## src/rtl/ata_cfg_pkg.sv

```systemverilog
package ata_cfg_pkg;
  localparam int OFS_W  = 3;
  localparam int DATA_W = 8;

  localparam logic [OFS_W-1:0] OFS_RD_TIM = 3'd0;
  localparam logic [OFS_W-1:0] OFS_WR_TIM = 3'd1;
  localparam logic [OFS_W-1:0] OFS_KEY    = 3'd2;
  localparam logic [OFS_W-1:0] OFS_CTRL   = 3'd3;
  localparam logic [OFS_W-1:0] OFS_STRAP  = 3'd5;
  localparam logic [OFS_W-1:0] OFS_MISC   = 3'd6;

  localparam logic [DATA_W-1:0] KEY_OPEN  = 8'h03;
  localparam logic [DATA_W-1:0] KEY_CLOSE = 8'h83;
  localparam logic [DATA_W-1:0] FILL_BYTE = 8'hFF;

  // control byte fields
  localparam int CTRL_D1_B_BIT  = 0;
  localparam int CTRL_B_OPEN_BIT = 6;
  // miscellaneous byte fields
  localparam int MISC_IDX_BIT  = 0;
  localparam int MISC_PF_BIT   = 6;
  localparam int MISC_AS_LO    = 4;
  localparam int MISC_RD_LO    = 1;

  localparam int NUM_SETS = 2;

  typedef struct packed {
    logic [DATA_W-1:0] rd;
    logic [DATA_W-1:0] wr;
  } timing_set_t;
endpackage

```

## src/rtl/cfg_reset_sync.sv

```systemverilog
module cfg_reset_sync #(
  parameter int STAGES = 2
) (
  input  logic clk,
  input  logic rst_n,
  output logic rst_n_sync
);
  logic [STAGES-1:0] sync_q;
  logic [STAGES-1:0] sync_d;

  always_comb begin
    sync_d = {sync_q[STAGES-2:0], 1'b1};
  end

  always_ff @(posedge clk or negedge rst_n) begin
    if (!rst_n) sync_q <= '0;
    else        sync_q <= sync_d;
  end

  assign rst_n_sync = sync_q[STAGES-1];
endmodule

```

## src/rtl/cfg_window_ctl.sv

```systemverilog
module cfg_window_ctl
  import ata_cfg_pkg::*;
#(
  parameter int DW = DATA_W
) (
  input  logic          clk,
  input  logic          rst_n,
  input  logic          key_wr,
  input  logic [DW-1:0] wdata,
  output logic          open_q,
  output logic          key_hit
);
  logic open_d;
  logic is_open_key;
  logic is_close_key;

  always_comb begin
    is_open_key  = (wdata == DW'(KEY_OPEN));
    is_close_key = (wdata == DW'(KEY_CLOSE));
    key_hit      = key_wr && !open_q && is_open_key;
    open_d       = open_q;
    if (key_wr) begin
      if (!open_q && is_open_key)      open_d = 1'b1;
      else if (open_q && is_close_key) open_d = 1'b0;
    end
  end

  always_ff @(posedge clk or negedge rst_n) begin
    if (!rst_n) open_q <= 1'b0;
    else        open_q <= open_d;
  end

  assert_unlock_R2: assert property (@(posedge clk) disable iff (!rst_n)
    (key_wr && !open_q && wdata == DW'(KEY_OPEN)) |=> open_q);
  assert_lock_R3: assert property (@(posedge clk) disable iff (!rst_n)
    (key_wr && open_q && wdata == DW'(KEY_CLOSE)) |=> !open_q);
  assert_stay_open_R3: assert property (@(posedge clk) disable iff (!rst_n)
    (open_q && !(key_wr && wdata == DW'(KEY_CLOSE))) |=> open_q);
endmodule

```

## src/rtl/cfg_timing_set.sv

```systemverilog
module cfg_timing_set
  import ata_cfg_pkg::*;
#(
  parameter int DW = DATA_W
) (
  input  logic          clk,
  input  logic          rst_n,
  input  logic          rd_we,
  input  logic          wr_we,
  input  logic [DW-1:0] wdata,
  output logic [DW-1:0] rd_q,
  output logic [DW-1:0] wr_q
);
  logic [DW-1:0] rd_d;
  logic [DW-1:0] wr_d;

  always_comb begin
    rd_d = rd_we ? wdata : rd_q;
    wr_d = wr_we ? wdata : wr_q;
  end

  always_ff @(posedge clk or negedge rst_n) begin
    if (!rst_n) begin
      rd_q <= '0;
      wr_q <= '0;
    end else begin
      if (rd_we) rd_q <= rd_d;
      if (wr_we) wr_q <= wr_d;
    end
  end
endmodule

```

## src/rtl/cfg_readback.sv

```systemverilog
module cfg_readback
  import ata_cfg_pkg::*;
#(
  parameter int DW = DATA_W,
  parameter int AW = OFS_W
) (
  input  logic [AW-1:0] ofs,
  input  logic          idx,
  input  logic [DW-1:0] a_rd,
  input  logic [DW-1:0] a_wr,
  input  logic [DW-1:0] b_rd,
  input  logic [DW-1:0] b_wr,
  input  logic [DW-1:0] ctrl,
  input  logic [DW-1:0] misc,
  input  logic [DW-1:0] strap,
  output logic [DW-1:0] rdata
);
  always_comb begin
    case (ofs)
      AW'(OFS_RD_TIM): rdata = idx ? b_rd : a_rd;
      AW'(OFS_WR_TIM): rdata = idx ? b_wr : a_wr;
      AW'(OFS_CTRL):   rdata = ctrl;
      AW'(OFS_STRAP):  rdata = strap;
      AW'(OFS_MISC):   rdata = misc;
      default:         rdata = DW'(FILL_BYTE);
    endcase
  end
endmodule

```

## src/rtl/ata_cfg_bank.sv

```systemverilog
module ata_cfg_bank
  import ata_cfg_pkg::*;
#(
  parameter int          DW        = DATA_W,
  parameter int          AW        = OFS_W,
  parameter logic [7:0]  STRAP_VAL = 8'hA5
) (
  input  logic          clk,
  input  logic          rst_n,
  input  logic          host_valid,
  input  logic          host_write,
  input  logic [AW-1:0] host_ofs,
  input  logic [DW-1:0] host_wdata,
  output logic [DW-1:0] host_rdata,
  output logic          drv_valid,
  output logic          drv_write,
  output logic [AW-1:0] drv_ofs,
  output logic [DW-1:0] drv_wdata,
  input  logic [DW-1:0] drv_rdata,
  output logic [DW-1:0] d0_rd_timing,
  output logic [DW-1:0] d0_wr_timing,
  output logic [DW-1:0] d1_rd_timing,
  output logic [DW-1:0] d1_wr_timing,
  output logic [1:0]    addr_setup,
  output logic [1:0]    rdy_delay,
  output logic          prefetch_en,
  output logic          cfg_open
);
  localparam int NS = NUM_SETS;

  logic          rst_n_s;
  logic          open_q;
  logic          key_wr;
  logic          key_hit;
  logic          cfg_wr;
  logic [DW-1:0] ctrl_q, ctrl_d;
  logic [DW-1:0] misc_q, misc_d;
  logic          ctrl_en, misc_en;
  logic          idx;
  logic          b_unlocked;
  logic [NS-1:0] set_rd_we;
  logic [NS-1:0] set_wr_we;
  logic [DW-1:0] set_rd [NS];
  logic [DW-1:0] set_wr [NS];
  logic [DW-1:0] cfg_rdata;

  cfg_reset_sync #(.STAGES(2)) u_rst (
    .clk(clk), .rst_n(rst_n), .rst_n_sync(rst_n_s)
  );

  assign key_wr = host_valid && host_write && (host_ofs == AW'(OFS_KEY));

  cfg_window_ctl #(.DW(DW)) u_win (
    .clk(clk), .rst_n(rst_n_s), .key_wr(key_wr), .wdata(host_wdata),
    .open_q(open_q), .key_hit(key_hit)
  );

  assign cfg_open   = open_q;
  assign cfg_wr     = host_valid && host_write && open_q;
  assign idx        = misc_q[MISC_IDX_BIT];
  assign b_unlocked = ctrl_q[CTRL_B_OPEN_BIT];

  // control and miscellaneous next state
  always_comb begin
    ctrl_en = cfg_wr && (host_ofs == AW'(OFS_CTRL));
    misc_en = cfg_wr && (host_ofs == AW'(OFS_MISC));
    ctrl_d  = ctrl_en ? host_wdata : ctrl_q;
    misc_d  = misc_en ? host_wdata : misc_q;
  end

  always_ff @(posedge clk or negedge rst_n_s) begin
    if (!rst_n_s) begin
      ctrl_q <= '0;
      misc_q <= '0;
    end else begin
      if (ctrl_en) ctrl_q <= ctrl_d;
      if (misc_en) misc_q <= misc_d;
    end
  end

  // timing sets, steered by the index; set B gated by control
  for (genvar s = 0; s < NS; s++) begin : g_set
    logic sel;
    if (s == 0) begin : g_a
      assign sel = (idx == 1'b0);
    end else begin : g_b
      assign sel = (idx == 1'b1) && b_unlocked;
    end
    assign set_rd_we[s] = cfg_wr && sel && (host_ofs == AW'(OFS_RD_TIM));
    assign set_wr_we[s] = cfg_wr && sel && (host_ofs == AW'(OFS_WR_TIM));
    cfg_timing_set #(.DW(DW)) u_set (
      .clk(clk), .rst_n(rst_n_s),
      .rd_we(set_rd_we[s]), .wr_we(set_wr_we[s]), .wdata(host_wdata),
      .rd_q(set_rd[s]), .wr_q(set_wr[s])
    );
  end

  cfg_readback #(.DW(DW), .AW(AW)) u_rb (
    .ofs(host_ofs), .idx(idx),
    .a_rd(set_rd[0]), .a_wr(set_wr[0]), .b_rd(set_rd[1]), .b_wr(set_wr[1]),
    .ctrl(ctrl_q), .misc(misc_q), .strap(DW'(STRAP_VAL)), .rdata(cfg_rdata)
  );

  // drive pass-through
  always_comb begin
    drv_valid  = host_valid && !open_q && !key_hit;
    drv_write  = host_write;
    drv_ofs    = host_ofs;
    drv_wdata  = host_wdata;
    host_rdata = open_q ? cfg_rdata : drv_rdata;
  end

  // per-drive outputs and shared fields
  always_comb begin
    d0_rd_timing = set_rd[0];
    d0_wr_timing = set_wr[0];
    d1_rd_timing = ctrl_q[CTRL_D1_B_BIT] ? set_rd[1] : set_rd[0];
    d1_wr_timing = ctrl_q[CTRL_D1_B_BIT] ? set_wr[1] : set_wr[0];
    addr_setup   = misc_q[MISC_AS_LO+1:MISC_AS_LO];
    rdy_delay    = misc_q[MISC_RD_LO+1:MISC_RD_LO];
    prefetch_en  = misc_q[MISC_PF_BIT];
  end

  assert_closed_frozen_R4: assert property (@(posedge clk) disable iff (!rst_n_s)
    (host_valid && !open_q) |=> ($stable(ctrl_q) && $stable(misc_q) &&
      $stable(set_rd[0]) && $stable(set_wr[0]) &&
      $stable(set_rd[1]) && $stable(set_wr[1])));
  assert_no_drive_open_R5: assert property (@(posedge clk) disable iff (!rst_n_s)
    open_q |-> !drv_valid);
  assert_b_locked_R7: assert property (@(posedge clk) disable iff (!rst_n_s)
    (host_valid && host_write && idx && !b_unlocked) |=>
      ($stable(set_rd[1]) && $stable(set_wr[1])));
  assert_a_kept_on_b_R7: assert property (@(posedge clk) disable iff (!rst_n_s)
    (host_valid && host_write && idx && !(host_ofs == AW'(OFS_MISC))) |=>
      ($stable(set_rd[0]) && $stable(set_wr[0])));
endmodule

```

## config.mk

```make
export PLATFORM = sky130hd
export DESIGN_NAME = ata_cfg_bank
export DESIGN_NICKNAME = d
export VERILOG_FILES = /design/src/rtl/ata_cfg_pkg.sv /design/src/rtl/cfg_reset_sync.sv /design/src/rtl/cfg_window_ctl.sv /design/src/rtl/cfg_timing_set.sv /design/src/rtl/cfg_readback.sv /design/src/rtl/ata_cfg_bank.sv
export SDC_FILE = /design/constraint.sdc
export NUM_CORES = 1
export LEC_CHECK = 0
export BUFFER_PORTS_ARGS = -buffer_cell sky130_fd_sc_hd__buf_2
export CAP_MARGIN = 10
export CORE_MARGIN = 5
export CORE_UTILIZATION = 48
export CTS_CLUSTER_SIZE = 16
export DETAILED_ROUTE_END_ITERATION = 16
export PLACE_DENSITY = 0.73
export SYNTH_ARGS = -nofsm -noshare
export SYNTH_HDL_FRONTEND = slang
export SYNTH_HIERARCHICAL = 1
export SYNTH_SLANG_ARGS = --single-unit
```

## constraint.sdc

```tcl
create_clock -name clk -period 3.4 [get_ports clk]
set_input_delay 0.34 -clock clk [delete_from_list [all_inputs] [get_ports clk]]
set_output_delay 0.34 -clock clk [all_outputs]
set_load 0.05 [all_outputs]
```

==> results.py <==
metrics = {
    "run_status": {
        "outcome": "finished clean",
    },
    "layout": {
        "diodes": 0,
        "finish.utilization_pct": 56.4,
        "final_area_um2": 3790,
        "drive_above_1_share_pct": 63.9,
        "areaGrowthSynthToFinish_pct": 15.2,
        "final_nets": 338,
    },
    "setup_path": {
        "crit_required_ns": 3.06,
        "path_max_fanout": 21,
        "crit_type": "flip-flop to output pin",
        "startpoint_type": "flip-flop",
        "worstPathArrival_ns": 2.62,
        "end_kind": "output pin",
    },
    "sta": {
        "period_needed_ns": 2.96,
        "finalMaxSlewViolations": 0,
        "max_freq_ghz": 0.338,
        "whs_ns": 0.341,
        "final-hold-violation-count": 0,
        "relSlewSlack_pct": 30.4,
        "fin_ws_ns": 0.437,
        "tightest_slew_ns": 1.04,
        "grt_setup_unrepaired": "no",
        "setup_tns_ns": 0,
        "finClkSkew_ns": 0.00630,
        "timing.final.crit_share_pct": 87.1,
        "finalSetupViolCount": 0,
    },
    "grt": {
        "grt.overflow.total": 0,
        "grt_pass1_wl_um": 12100,
        "antenna_found_initial": 0,
        "grt_usage_pct": 18.0,
        "grt_max_degree": 50,
        "first_global_vias": 2196,
    },
    "route": {
        "avgRoutedWirePerCell_um": 19.1,
        "postRouteAntennaNets": 0,
        "drt_pass1_iterations": 5,
        "wl_um": 7540,
        "vias": 2174,
        "post-route-drc-count": 0,
        "drtIter0Drc": 68,
        "vias_per_cell": 5.49,
    },
    "synth": {
        "synth_cell_types": 41,
        "ys.flop_type": "dfrtp_1",
        "synth-seq-cells": 51,
        "synth_most_common_cell": "dfrtp_1",
        "yosys-top-cells-area": "dfrtp_1 39%, mux2_4 21%, mux2_2 13%, buf_4 3.9%, buf_6 2.4%",
        "netlist_instances": 243,
        "yosysTopAreaCell": "dfrtp_1",
        "synth_common_cells": "51 x dfrtp_1, 47 x mux2_4, 37 x mux2_2",
        "netlist_area_um2": 3290,
        "syn_avg_cell_area_um2": 13.5,
        "synth_warnings": 6,
        "seq_area_frac_synth_pct": 38.8,
        "synth_edf_count": 0,
        "ys_async_sr_fraction_pct": 100,
        "yosys.area.top_type_share_pct": 38.8,
    },
    "cts": {
        "insertion_delay_ns": 0.30,
        "cts_buffer_depth": 2,
        "root_buffer": "clkbuf_8",
        "clock-sinks": 51,
        "htreeDepth": 2,
        "cts_made_buffers": 5,
        "cts_tree": "yes",
        "cts.clk_slew.worst_paths_ns": 0.09,
    },
    "hold_path": {
        "worstHoldPathType": "primary input to async pin",
    },
    "place": {
        "place_area_um2": 3650,
        "hpwl_um": 5500,
        "portBuffers": 81,
        "place_ws_ns": 0.779,
        "finalWeightedCongestion": 0.849,
    },
    "floorplan": {
        "die_y_um": 92.8,
        "fp.dieArea_um2": 8600,
        "core_area_um2": 6720,
        "die_w_um": 92.8,
        "io_pins": 82,
        "initial_core_util_pct": 48.9,
        "num_rows": 30,
    },
    "power": {
        "p_comb_share_pct": 45.8,
        "clockPowerShare_pct": 18.1,
        "p_int_mw": 1.37,
        "power_frac_seq_pct": 36.1,
        "p_per_area_nw_per_um2": 649,
        "peakVddDrop_v": 0.000437,
        "power.static_leakage_nw": 1.84,
        "p_sw_share_pct": 44.1,
        "switchingPower_mw": 1.08,
    },
    "job": {
        "maxCapViolations": 0,
    },
}
## final cells by class
type                    count  area [um2]
clock buffers               6        82.6
clock inverters             2        38.8
fillers                   571        2930
inverters                   2        7.51
multi-input cells         167        1820
flip-flops and latches     51        1280
well taps                  80         100
repair buffers             88         460
## power by group through the flow
stage | combinational [mW] | clock, mW | sequential, mW
CTS | 1.14 | 0.454 | 0.888
global route | 1.18 | 0.487 | 0.907
floorplan | 0.784 | 0 | 1.02
finish | 1.13 | 0.445 | 0.886
detailed placement | 1.13 | 0 | 0.898
global placement | 1.12 | 0 | 0.889
## through the flow
step / cells / total power [mW]
detailed placement: 387 / 2.03
CTS: 396 / 2.48
global placement: 387 / 2.01
global route: 396 / 2.57
finish: 396 / 2.46
floorplan: 249 / 1.80
## worst max-delay path, cell delays in order (launching register included)
cell      delay [ns]
dfrtp_1         1.02
mux2_2          0.42
a222oi_1        0.28
o21ai_1         0.13
mux2_2          0.27
buf_2           0.21
## final timing paths
path	end	slack (ns)	cells after the start	from
max in group asynchronous	g_set[0].u_set/wr_q[4]	2.29	0	u_rst/sync_q[1]
hold reg to reg	u_rst/sync_q[1]	0.36	0	u_rst/sync_q[0]
setup / recovery	host_rdata[4]	0.44	5	misc_q[0]
hold / removal	u_rst/sync_q[1]	0.34	2	rst_n
setup reg to reg	g_set[0].u_set/rd_q[7]	1.01	4	u_win/open_q
min in group clk	u_rst/sync_q[1]	0.36	0	u_rst/sync_q[0]
## state kept, by name, indices dropped and copies added, names as in the netlist
| register | flops |
|---|---|
| g_set.u_set/rd_q | 16 |
| g_set.u_set/wr_q | 16 |
| ctrl_q | 8 |
| misc_q | 8 |
| u_rst/sync_q | 2 |
| u_win/open_q | 1 |
## routing by layer
metal | part of all wire (%) | GRT usage, % | up-vias
li1 | - | - | 1016
met1 | 44 | 23.9 | 1074
met2 | 49 | 30.7 | 76
met3 | 5.3 | 2.92 | 8
met4 | 1.2 | 4.52 | 0
met5 | 0 | 0 | -
## cell families (layout without fill, tap and decap cells)
group	after synthesis	count (layout)	synth area share (%)
compound gates	29	29	7.50
buf+inv	31	98	7.27
flops	51	51	38.8
mux	89	89	35.7
other cells	3	9	0.343
simple gates	40	40	10.4
## repair_timing
action,CTS,global route
hold buffers,1,0
resized for setup,0,0
endpoints found under the hold margin,2,0
buffers inserted,0,0
## layout by cell type, fill, tap and decap left out, types with 3 or more instances in the layout
| cell type | n |
|---|---|
| nor2_1 | 4 |
| nand2_1 | 5 |
| clkbuf_8 | 6 |
| nand2b_1 | 9 |
| o211ai_2 | 3 |
| o221ai_2 | 4 |
| a21oi_1 | 5 |
| buf_4 | 6 |
| o21ai_1 | 3 |
| nor4b_2 | 3 |
| o211ai_1 | 3 |
| mux2i_1 | 4 |
| buf_2 | 81 |
| dfrtp_1 | 50 |
| mux2_4 | 47 |
| o22ai_1 | 4 |
| conb_1 | 9 |
| mux2_2 | 37 |
Power figures use the tool's default switching activity.
